[config.mk]
export PLATFORM = sky130hd
export DESIGN_NAME = match_timer
export DESIGN_NICKNAME = d
export VERILOG_FILES = /design/src/rtl/tmr_pkg.sv /design/src/rtl/tmr_prescaler.sv /design/src/rtl/tmr_match_chan.sv /design/src/rtl/match_timer.sv
export SDC_FILE = /design/constraint.sdc
export NUM_CORES = 1
export LEC_CHECK = 0
export ABC_AREA = 1
export BUFFER_PORTS_ARGS = -buffer_cell sky130_fd_sc_hd__buf_2
export CAP_MARGIN = 20
export CORE_ASPECT_RATIO = 1.2
export CORE_MARGIN = 8
export CORE_UTILIZATION = 45
export DETAILED_ROUTE_END_ITERATION = 10
export HOLD_SLACK_MARGIN = 0.03
export PLACE_DENSITY = 0.66
export SLEW_MARGIN = 10
export SYNTH_ARGS = -nofsm -noshare
export SYNTH_HDL_FRONTEND = slang
export SYNTH_SLANG_ARGS = --single-unit
[constraint.sdc]
create_clock -name clk -period 4.25 [get_ports clk]
set_input_delay 0.6375 -clock clk [delete_from_list [all_inputs] [get_ports clk]]
set_output_delay 0.6375 -clock clk [all_outputs]
set_load 0.1 [all_outputs]
[src/rtl/tmr_pkg.sv]
package tmr_pkg;
  localparam int unsigned TMR_AW = 4;
  typedef logic [TMR_AW-1:0] tmr_addr_t;

  // register addresses
  localparam tmr_addr_t A_CTRL   = 4'd0;
  localparam tmr_addr_t A_PRESC  = 4'd1;
  localparam tmr_addr_t A_COUNT  = 4'd2;
  localparam tmr_addr_t A_PCOUNT = 4'd3;
  localparam tmr_addr_t A_MCTRL  = 4'd4;
  localparam tmr_addr_t A_PWMEN  = 4'd5;
  localparam tmr_addr_t A_FLAGS  = 4'd6;
  localparam tmr_addr_t A_MATCH0 = 4'd8;

  // control register bits
  localparam int unsigned CTRL_RUN = 0;
  localparam int unsigned CTRL_CLR = 1;

  // per-channel control field: bit0 irq, bit1 reset, bit2 stop
  localparam int unsigned CFG_BITS = 3;
  typedef struct packed {
    logic stop;
    logic rst;
    logic irq;
  } chan_cfg_t;
endpackage

[src/rtl/tmr_prescaler.sv]
module tmr_prescaler #(
  parameter int unsigned PSW = 16
) (
  input  logic           clk,
  input  logic           rst_n,
  input  logic           run,
  input  logic           clr,
  input  logic           halt,
  input  logic [PSW-1:0] pr,
  output logic [PSW-1:0] pc,
  output logic           tick
);
  // end of a prescale period; >= keeps a lowered limit from running away
  assign tick = run && !clr && (pc >= pr);

  always_ff @(posedge clk or negedge rst_n) begin
    if (!rst_n)          pc <= '0;
    else if (clr || halt) pc <= '0;
    else if (run)        pc <= tick ? '0 : pc + 1'b1;
  end
endmodule

[src/rtl/tmr_match_chan.sv]
module tmr_match_chan #(
  parameter int unsigned TW = 16
) (
  input  logic          clk,
  input  logic          rst_n,
  input  logic [TW-1:0] tc,
  input  logic          tc_new,
  input  logic [TW-1:0] mr,
  input  logic [TW-1:0] cyc_len,
  input  logic          pwm_en,
  output logic          eq,
  output logic          evt,
  output logic          out_q
);
  logic level;

  assign eq    = (tc == mr);
  assign evt   = tc_new && eq;            // count has just arrived at mr
  assign level = (mr < cyc_len) && (tc >= mr);

  always_ff @(posedge clk or negedge rst_n) begin
    if (!rst_n) out_q <= 1'b0;
    else        out_q <= pwm_en ? level : evt;
  end
endmodule

[src/rtl/match_timer.sv]
module match_timer
  import tmr_pkg::*;
#(
  parameter int unsigned TW  = 16,
  parameter int unsigned PSW = 16,
  parameter int unsigned NCH = 4,
  parameter int unsigned DW  = 16
) (
  input  logic              clk,
  input  logic              rst_n,
  input  logic              reg_we,
  input  logic [TMR_AW-1:0] reg_addr,
  input  logic [DW-1:0]     reg_wdata,
  output logic [DW-1:0]     reg_rdata,
  output logic              irq,
  output logic [NCH-1:0]    mat_out
);
  localparam int unsigned CYC_CH = NCH - 1;
  localparam int unsigned CFG_W  = NCH * CFG_BITS;

  logic                      run_q, clr_q;
  logic [PSW-1:0]            pr_q, pc;
  chan_cfg_t [NCH-1:0]       cfg_q;
  logic [NCH-1:0]            pwm_q, flags_q;
  logic [TW-1:0]             mr_q [NCH];
  logic [TW-1:0]             tc_q;
  logic                      tc_new_q;
  logic                      tick, stop_evt, rst_hit;
  logic [NCH-1:0]            eq, evt, irq_en, rst_en, stop_en, mr_wr;
  logic                      ctrl_wr, presc_wr, mctrl_wr, pwm_wr, flag_wr;
  logic [NCH-1:0]            flag_clr;

  assign ctrl_wr  = reg_we && (reg_addr == A_CTRL);
  assign presc_wr = reg_we && (reg_addr == A_PRESC);
  assign mctrl_wr = reg_we && (reg_addr == A_MCTRL);
  assign pwm_wr   = reg_we && (reg_addr == A_PWMEN);
  assign flag_wr  = reg_we && (reg_addr == A_FLAGS);
  assign flag_clr = flag_wr ? reg_wdata[NCH-1:0] : '0;

  tmr_prescaler #(.PSW(PSW)) u_presc (
    .clk  (clk),
    .rst_n(rst_n),
    .run  (run_q),
    .clr  (clr_q),
    .halt (stop_evt),
    .pr   (pr_q),
    .pc   (pc),
    .tick (tick)
  );

  for (genvar i = 0; i < NCH; i++) begin : g_ch
    assign irq_en[i]  = cfg_q[i].irq;
    assign rst_en[i]  = cfg_q[i].rst;
    assign stop_en[i] = cfg_q[i].stop;
    assign mr_wr[i]   = reg_we && (reg_addr == tmr_addr_t'(A_MATCH0 + i));

    always_ff @(posedge clk or negedge rst_n) begin
      if (!rst_n)        mr_q[i] <= '0;
      else if (mr_wr[i]) mr_q[i] <= reg_wdata[TW-1:0];
    end

    tmr_match_chan #(.TW(TW)) u_chan (
      .clk    (clk),
      .rst_n  (rst_n),
      .tc     (tc_q),
      .tc_new (tc_new_q && !clr_q),
      .mr     (mr_q[i]),
      .cyc_len(mr_q[CYC_CH]),
      .pwm_en (pwm_q[i]),
      .eq     (eq[i]),
      .evt    (evt[i]),
      .out_q  (mat_out[i])
    );
  end

  assign stop_evt = |(evt & stop_en);
  assign rst_hit  = (|(eq & rst_en)) || ((|pwm_q) && eq[CYC_CH]);
  assign irq      = |(flags_q & irq_en);

  // configuration and control registers
  always_ff @(posedge clk or negedge rst_n) begin
    if (!rst_n) begin
      run_q   <= 1'b0;
      clr_q   <= 1'b0;
      pr_q    <= '0;
      cfg_q   <= '0;
      pwm_q   <= '0;
      flags_q <= '0;
    end else begin
      if (ctrl_wr) begin
        run_q <= reg_wdata[CTRL_RUN];
        clr_q <= reg_wdata[CTRL_CLR];
      end else if (stop_evt) begin
        run_q <= 1'b0;
      end
      if (presc_wr) pr_q  <= reg_wdata[PSW-1:0];
      if (mctrl_wr) cfg_q <= reg_wdata[CFG_W-1:0];
      if (pwm_wr)   pwm_q <= reg_wdata[NCH-1:0];
      flags_q <= (flags_q & ~flag_clr) | evt;
    end
  end

  // timer counter: clear, then stop, then prescale tick
  always_ff @(posedge clk or negedge rst_n) begin
    if (!rst_n) begin
      tc_q     <= '0;
      tc_new_q <= 1'b0;
    end else if (clr_q) begin
      tc_q     <= '0;
      tc_new_q <= 1'b0;
    end else if (stop_evt) begin
      tc_new_q <= 1'b0;
    end else if (tick) begin
      tc_q     <= rst_hit ? '0 : tc_q + 1'b1;
      tc_new_q <= 1'b1;
    end else begin
      tc_new_q <= 1'b0;
    end
  end

  always_comb begin
    reg_rdata = '0;
    case (reg_addr)
      A_CTRL: begin
        reg_rdata[CTRL_RUN] = run_q;
        reg_rdata[CTRL_CLR] = clr_q;
      end
      A_PRESC:  reg_rdata[PSW-1:0]   = pr_q;
      A_COUNT:  reg_rdata[TW-1:0]    = tc_q;
      A_PCOUNT: reg_rdata[PSW-1:0]   = pc;
      A_MCTRL:  reg_rdata[CFG_W-1:0] = cfg_q;
      A_PWMEN:  reg_rdata[NCH-1:0]   = pwm_q;
      A_FLAGS:  reg_rdata[NCH-1:0]   = flags_q;
      default:  ;
    endcase
    for (int k = 0; k < NCH; k++) begin
      if (reg_addr == tmr_addr_t'(A_MATCH0 + k)) reg_rdata[TW-1:0] = mr_q[k];
    end
  end
endmodule

# Yosys cells after proc, flatten, opt, wreduce, memory -nomap -nowiden
# Index checks and enable logic that the tools add are counted.
totals:
  output_inout_bits: 21
  wordCells: 118
  ff_bits: 139
classes:
  eq_ne: 15
  n_bitwise: 6
  mux: 25
  addsub: 2
  reduce_logical: 33
  order_cmp: 9
op_table:
  columns: ["cell", "count"]
  rows:
  - ["16-bit 2-to-1 mux", 11]
  - ["16-bit >= comparator", 5]
  - ["16-bit == test", 4]
  - ["16-bit < comparator", 4]
  - ["16-bit by 1-bit adder with 16-bit output (second input constant)", 2]
  - ["8-bit case mux with 4 select lines", 1]
  - ["1-bit logical AND", 21]
  - ["4-bit bitwise AND", 4]
  - ["4-bit == test (second input constant)", 4]
  - ["4-bit OR reduction", 4]
  - ["2-bit case mux with 7 select lines", 1]
  - ["4-bit by 3-bit == test with 1-bit output (second input constant)", 3]
  - ["2-bit case mux with 6 select lines", 1]
  - ["4-bit case mux with 3 select lines", 1]
  - ["1-bit 2-to-1 mux", 9]
  - ["4-bit by 2-bit == test with 1-bit output (second input constant)", 2]
  - ["2-bit nonzero test", 3]
  - ["4-bit by 1-bit == test with 1-bit output (second input constant)", 1]
  - ["4-bit logical NOT", 1]
  - ["4-bit 2-to-1 mux", 1]
  - ["4-bit inverter", 1]
  - ["4-bit OR", 1]
  - ["1-bit logical OR", 2]
  - ["2-bit inequality test (second input constant)", 1]
  - ["other kinds (2)", 2]

# Depth between registers and ports, before layout
depth:
  ltp_word: 8
  mapped_depth: 17

# Hierarchy
# From an unflattened synthesis, not the netlist that was laid out.
hier_totals:
  hier_cells: 1596
  hier_area_um2: 11113.2
by_module_without_submodules:
  columns: ["module", "instances", "seq_area_each_um2", "cells_per_inst", "area_each_um2"]
  rows:
  - ["match_timer", 1, 2977.9, 757, 5813.1]
  - ["tmr_match_chan", 4, 25.0, 152, 947.2]
  - ["tmr_prescaler", 1, 400.4, 231, 1511.4]

# Worst setup path before layout
# No wires, ideal clock.
synth_timing:
  path_type: "input-to-output"
  start: "input reg_addr[3]"
  end: "output reg_rdata[15]"
  path_buffers: 1
  arrival_ns: 3.503
  path_slack_ns: 0.110
  cell_stages: 7
  cell_sequence: "inv_1 > nor2_1 > inv_1 > nor2_1 > clkbuf_1 > inv_1 > o21ai_0"
synth_between:
  elab_chain_len: 6
  elab_cells_between_ends: 12
  classes_between: "eq/ne: 7; mux: 5"
synth_rtl:
  columns: ["item", "line", "text"]
  rows:
  - ["start: declaration", "match_timer.sv:12", "input logic [TMR_AW-1:0] reg_addr,"]
  - ["4-bit by 2-bit == test with 1-bit output / 4-bit by 1-bit == test with 1-bit output (equally long branches)", "match_timer.sv:123", "case (reg_addr)"]
  - ["4-bit case mux with 3 select lines", "match_timer.sv:123", null]
  - ["16-bit 2-to-1 mux (3 in a row)", "match_timer.sv:137", "if (reg_addr == tmr_addr_t'(A_MATCH0 + k)) reg_rdata[TW-1:0] = mr_q[k];"]
  - ["16-bit 2-to-1 mux (*)", "match_timer.sv:137", null]
  - ["end: declaration", "match_timer.sv:14", "output logic [DW-1:0] reg_rdata,"]
# Mark *: on every way between the ends. The rest lies on a longest branch, timed or not.

# Final worst setup path
layout_timing:
  start: "input reg_addr[2]"
  end: "output reg_rdata[5]"
layout_between:
  elab_chain_len: 6
  elab_cells_between_ends: 13
  classes_between: "eq/ne: 8; mux: 5"
layout_rtl:
  columns: ["item", "line"]
  rows:
  - ["4-bit by 3-bit == test with 1-bit output, or another cell as far along", "match_timer.sv:123"]
  - ["8-bit case mux with 4 select lines", "match_timer.sv:123"]
  - ["16-bit 2-to-1 mux (3 in a row)", "match_timer.sv:137"]
  - ["16-bit 2-to-1 mux (*)", "match_timer.sv:137"]
# Marks and branches as above.

==> run metrics <==
Critical Path End Type output port; required time at the worst-slack endpoint 3.61 ns; Total Routing Usage GR 0.242; clk buf depth 2; overall die area 0.0271 mm2; clock insertion delay at the later pin of the skew report 0.44 ns; TritonCTS clock tree yes; PnR worst setup slack 0.902 ns; pin count of the biggest net entering global routing 74; Resized Gates After CTS 0; root buf cell clkbuf_16; leakage power summed over all cells 5.61 nW; placed cell count 1632; total power of the final layout 4.76 mW; failing checks design-rule violations; DP Wirelength 24400 um; average routed wire per standard cell 18.9 um; number of buffers added for setup after CTS 0; DRC violation count after routing 1; most area-consuming cells after synthesis dfrtp_1 35%, nand2_1 14%, ha_1 14%, o21ai_0 6.8%, inv_1 6.1%; setup repair after global routing missed its margin no; power density relative to cell area 434 mW/mm2; filler-free cell count of the finished design 1665; number of nets still failing antenna checks after routing 0; CP max FO 11; antenna violations before repair 0; top library cells by usage in the layout, fill and taps aside 373 x nand2_1, 161 x inv_1, 139 x dfrtp_1, 134 x o21ai_0, 111 x ha_1; CTS Hold Bufs 0; cell area after layout 0.0110 mm2; antenna diode count 0; worst-case clock skew 0.00846 ns; final number of max-transition violations 0; global-route wire length before repair 50000 um; placeable core area 0.0217 mm2; Async SR Flop Fraction 1.00; gpl congestion 0.954; maximum operating frequency 299 MHz; clk sink count 139; Worst Path Class, Setup in -> out; Remaining Overflow, GRT 0; top-area cell type share of the netlist area 0.350; total I/O pin count 44; post-CTS clock slew at the launch and capture registers of the worst setup and hold paths 0.06 ns; final routed wirelength across all metal layers 31400 um; final core utilization 0.506; Hold Fails Final Rpt 0; number of buffers created by CTS 17; H-tree depth 4; Setup crit start kind primary input; mean number of vias per cell 5.56; Setup Viol. Count Final 0; sequential cell area fraction in the yosys report 0.350; Post-synth EDFFs 0; most common cell after layout, fill and taps aside nand2_1; final hold slack 0.220 ns; layout cell share with drive strength beyond 1 0.0942; starting utilization of the core area 0.458; syn_nets 1481; ys flop type dfrtp_1; Nets 1512; setup tns final 0 ns; via count of the first global-routing pass 8968; relative area change from synthesis to final layout 10.5%; count of cell types in the netlist 42; row count 59; crit path DAT 2.71 ns; total via count after detailed routing 9265; FF+latch count, synth 139; netlist area before placement 0.00993 mm2; Max VDD drop 0.301 mV; status complete, but fails checks; final cycle utilization of the critical path 0.788; placed inst area 0.0104 mm2; number of fillers in the final layout 2167; Max-Cap Viols 0; Worst Tran Pin Value 1.02 ns; Synth Area per Inst 7.37 um2; post-synthesis cell type with the largest combined area dfrtp_1; DIE HEIGHT 179 um; number of warnings reported in the yosys synthesis log 0; dpl ws 0.932 ns; horizontal die dimension 152 um; number of instances in the synthesized netlist 1347; iteration count of the initial detailed-routing pass 9; crit path time final 3.35 ns; DRC marker count from the first detailed-route iteration 782; count of input and output buffers 43; headroom to the max-slew limit 0.318; path class of the lowest-slack min-delay path in -> async
-- power breakdown --
| part | internal (mW) | leakage (nW) | switching [mW] |
|---|---|---|---|
| Clock | 0.898 | 0.286 | 0.628 |
| Sequential | 1.53 | 1.81 | 0.250 |
| Combinational | 0.459 | 3.51 | 0.991 |
-- flip-flops by register name, indices dropped and copies added, names as in the netlist --
signal and flops:
clr_q 1, tc_new_q 1, pwm_q 4, mr_q 64, flags_q 4, cfg_q 12
u_presc.pc 16, tc_q 16, pr_q 16, g_ch.u_chan.out_q 4, run_q 1
-- critical path, stage by stage --
cell	delay [ns]
buf_2	0.11
nor2_1	0.29
nand3_1	0.42
inv_1	0.32
nand2_1	0.08
o2111ai_1	0.10
nor2_1	0.08
o2111ai_1	0.15
buf_2	0.50
-- logic make-up (layout without fill, tap and decap cells) --
kind of cell | after synthesis | count (layout) | synth area share
AND/OR/NAND/NOR | 599 | 599 | 0.258
AO/OA/AOI/OAI | 259 | 259 | 0.142
buffers and inverters | 216 | 260 | 0.0893
flip-flops | 139 | 139 | 0.350
XOR/XNOR | 23 | 23 | 0.0203
adder cells (fa/ha/maj) | 111 | 111 | 0.140
-- cell type report --
cell class                      count  area, um2  share of cell area
Multi-Input combinational cell    992       5570               0.507
Timing Repair Buffer               53        337              0.0307
Clock inverter                     13        141              0.0129
Sequential cell                   139       3480               0.317
Clock buffer                       19        453              0.0413
Inverter                          175        658              0.0600
Tap cell                          274        343              0.0312
-- metal layers --
metal / part of all wire / wire length [um] / track usage
met5: 0 / 0 / 0
met4: 0.040 / 1260 / 0.110
met3: 0.056 / 1760 / 0.0424
met2: 0.46 / 14500 / 0.378
met1: 0.44 / 14000 / 0.322
-- final timing paths --
path,slack (ns),cells after the start,endpoint,startpoint
worst max-delay path,0.90,9,reg_rdata[5],reg_addr[2]
worst min-delay path,0.22,1,pr_q[14],rst_n
worst max register to register,1.64,12,u_presc.pc[15],tc_q[13]
worst min register to register,0.49,2,cfg_q[6],cfg_q[6]
max in group asynchronous,3.20,2,tc_q[11],rst_n
min in group clk,0.49,2,cfg_q[6],cfg_q[6]
-- Yosys cell counts (2+ instances only) --
cell and count:
nand2_2 5, o21a_1 3, nor3_1 15, clkbuf_1 27, o221ai_1 4, nand4_1 9, buf_6 3, o22ai_1 6
nand2_4 2, nor2_2 12, xnor2_1 2, inv_1 161, xor2_1 21, buf_4 5, o21ai_0 134, inv_2 13
nand2_1 373, nor2_4 4, a211oi_1 5, nor3_2 2, o21ai_1 11, nand3_2 5, nor2_1 78, o2111ai_1 17
buf_2 3, nand3_1 82, a21oi_1 75, nor4_1 8, dfrtp_1 139, ha_1 111
(Power assumes the default switching activity.)
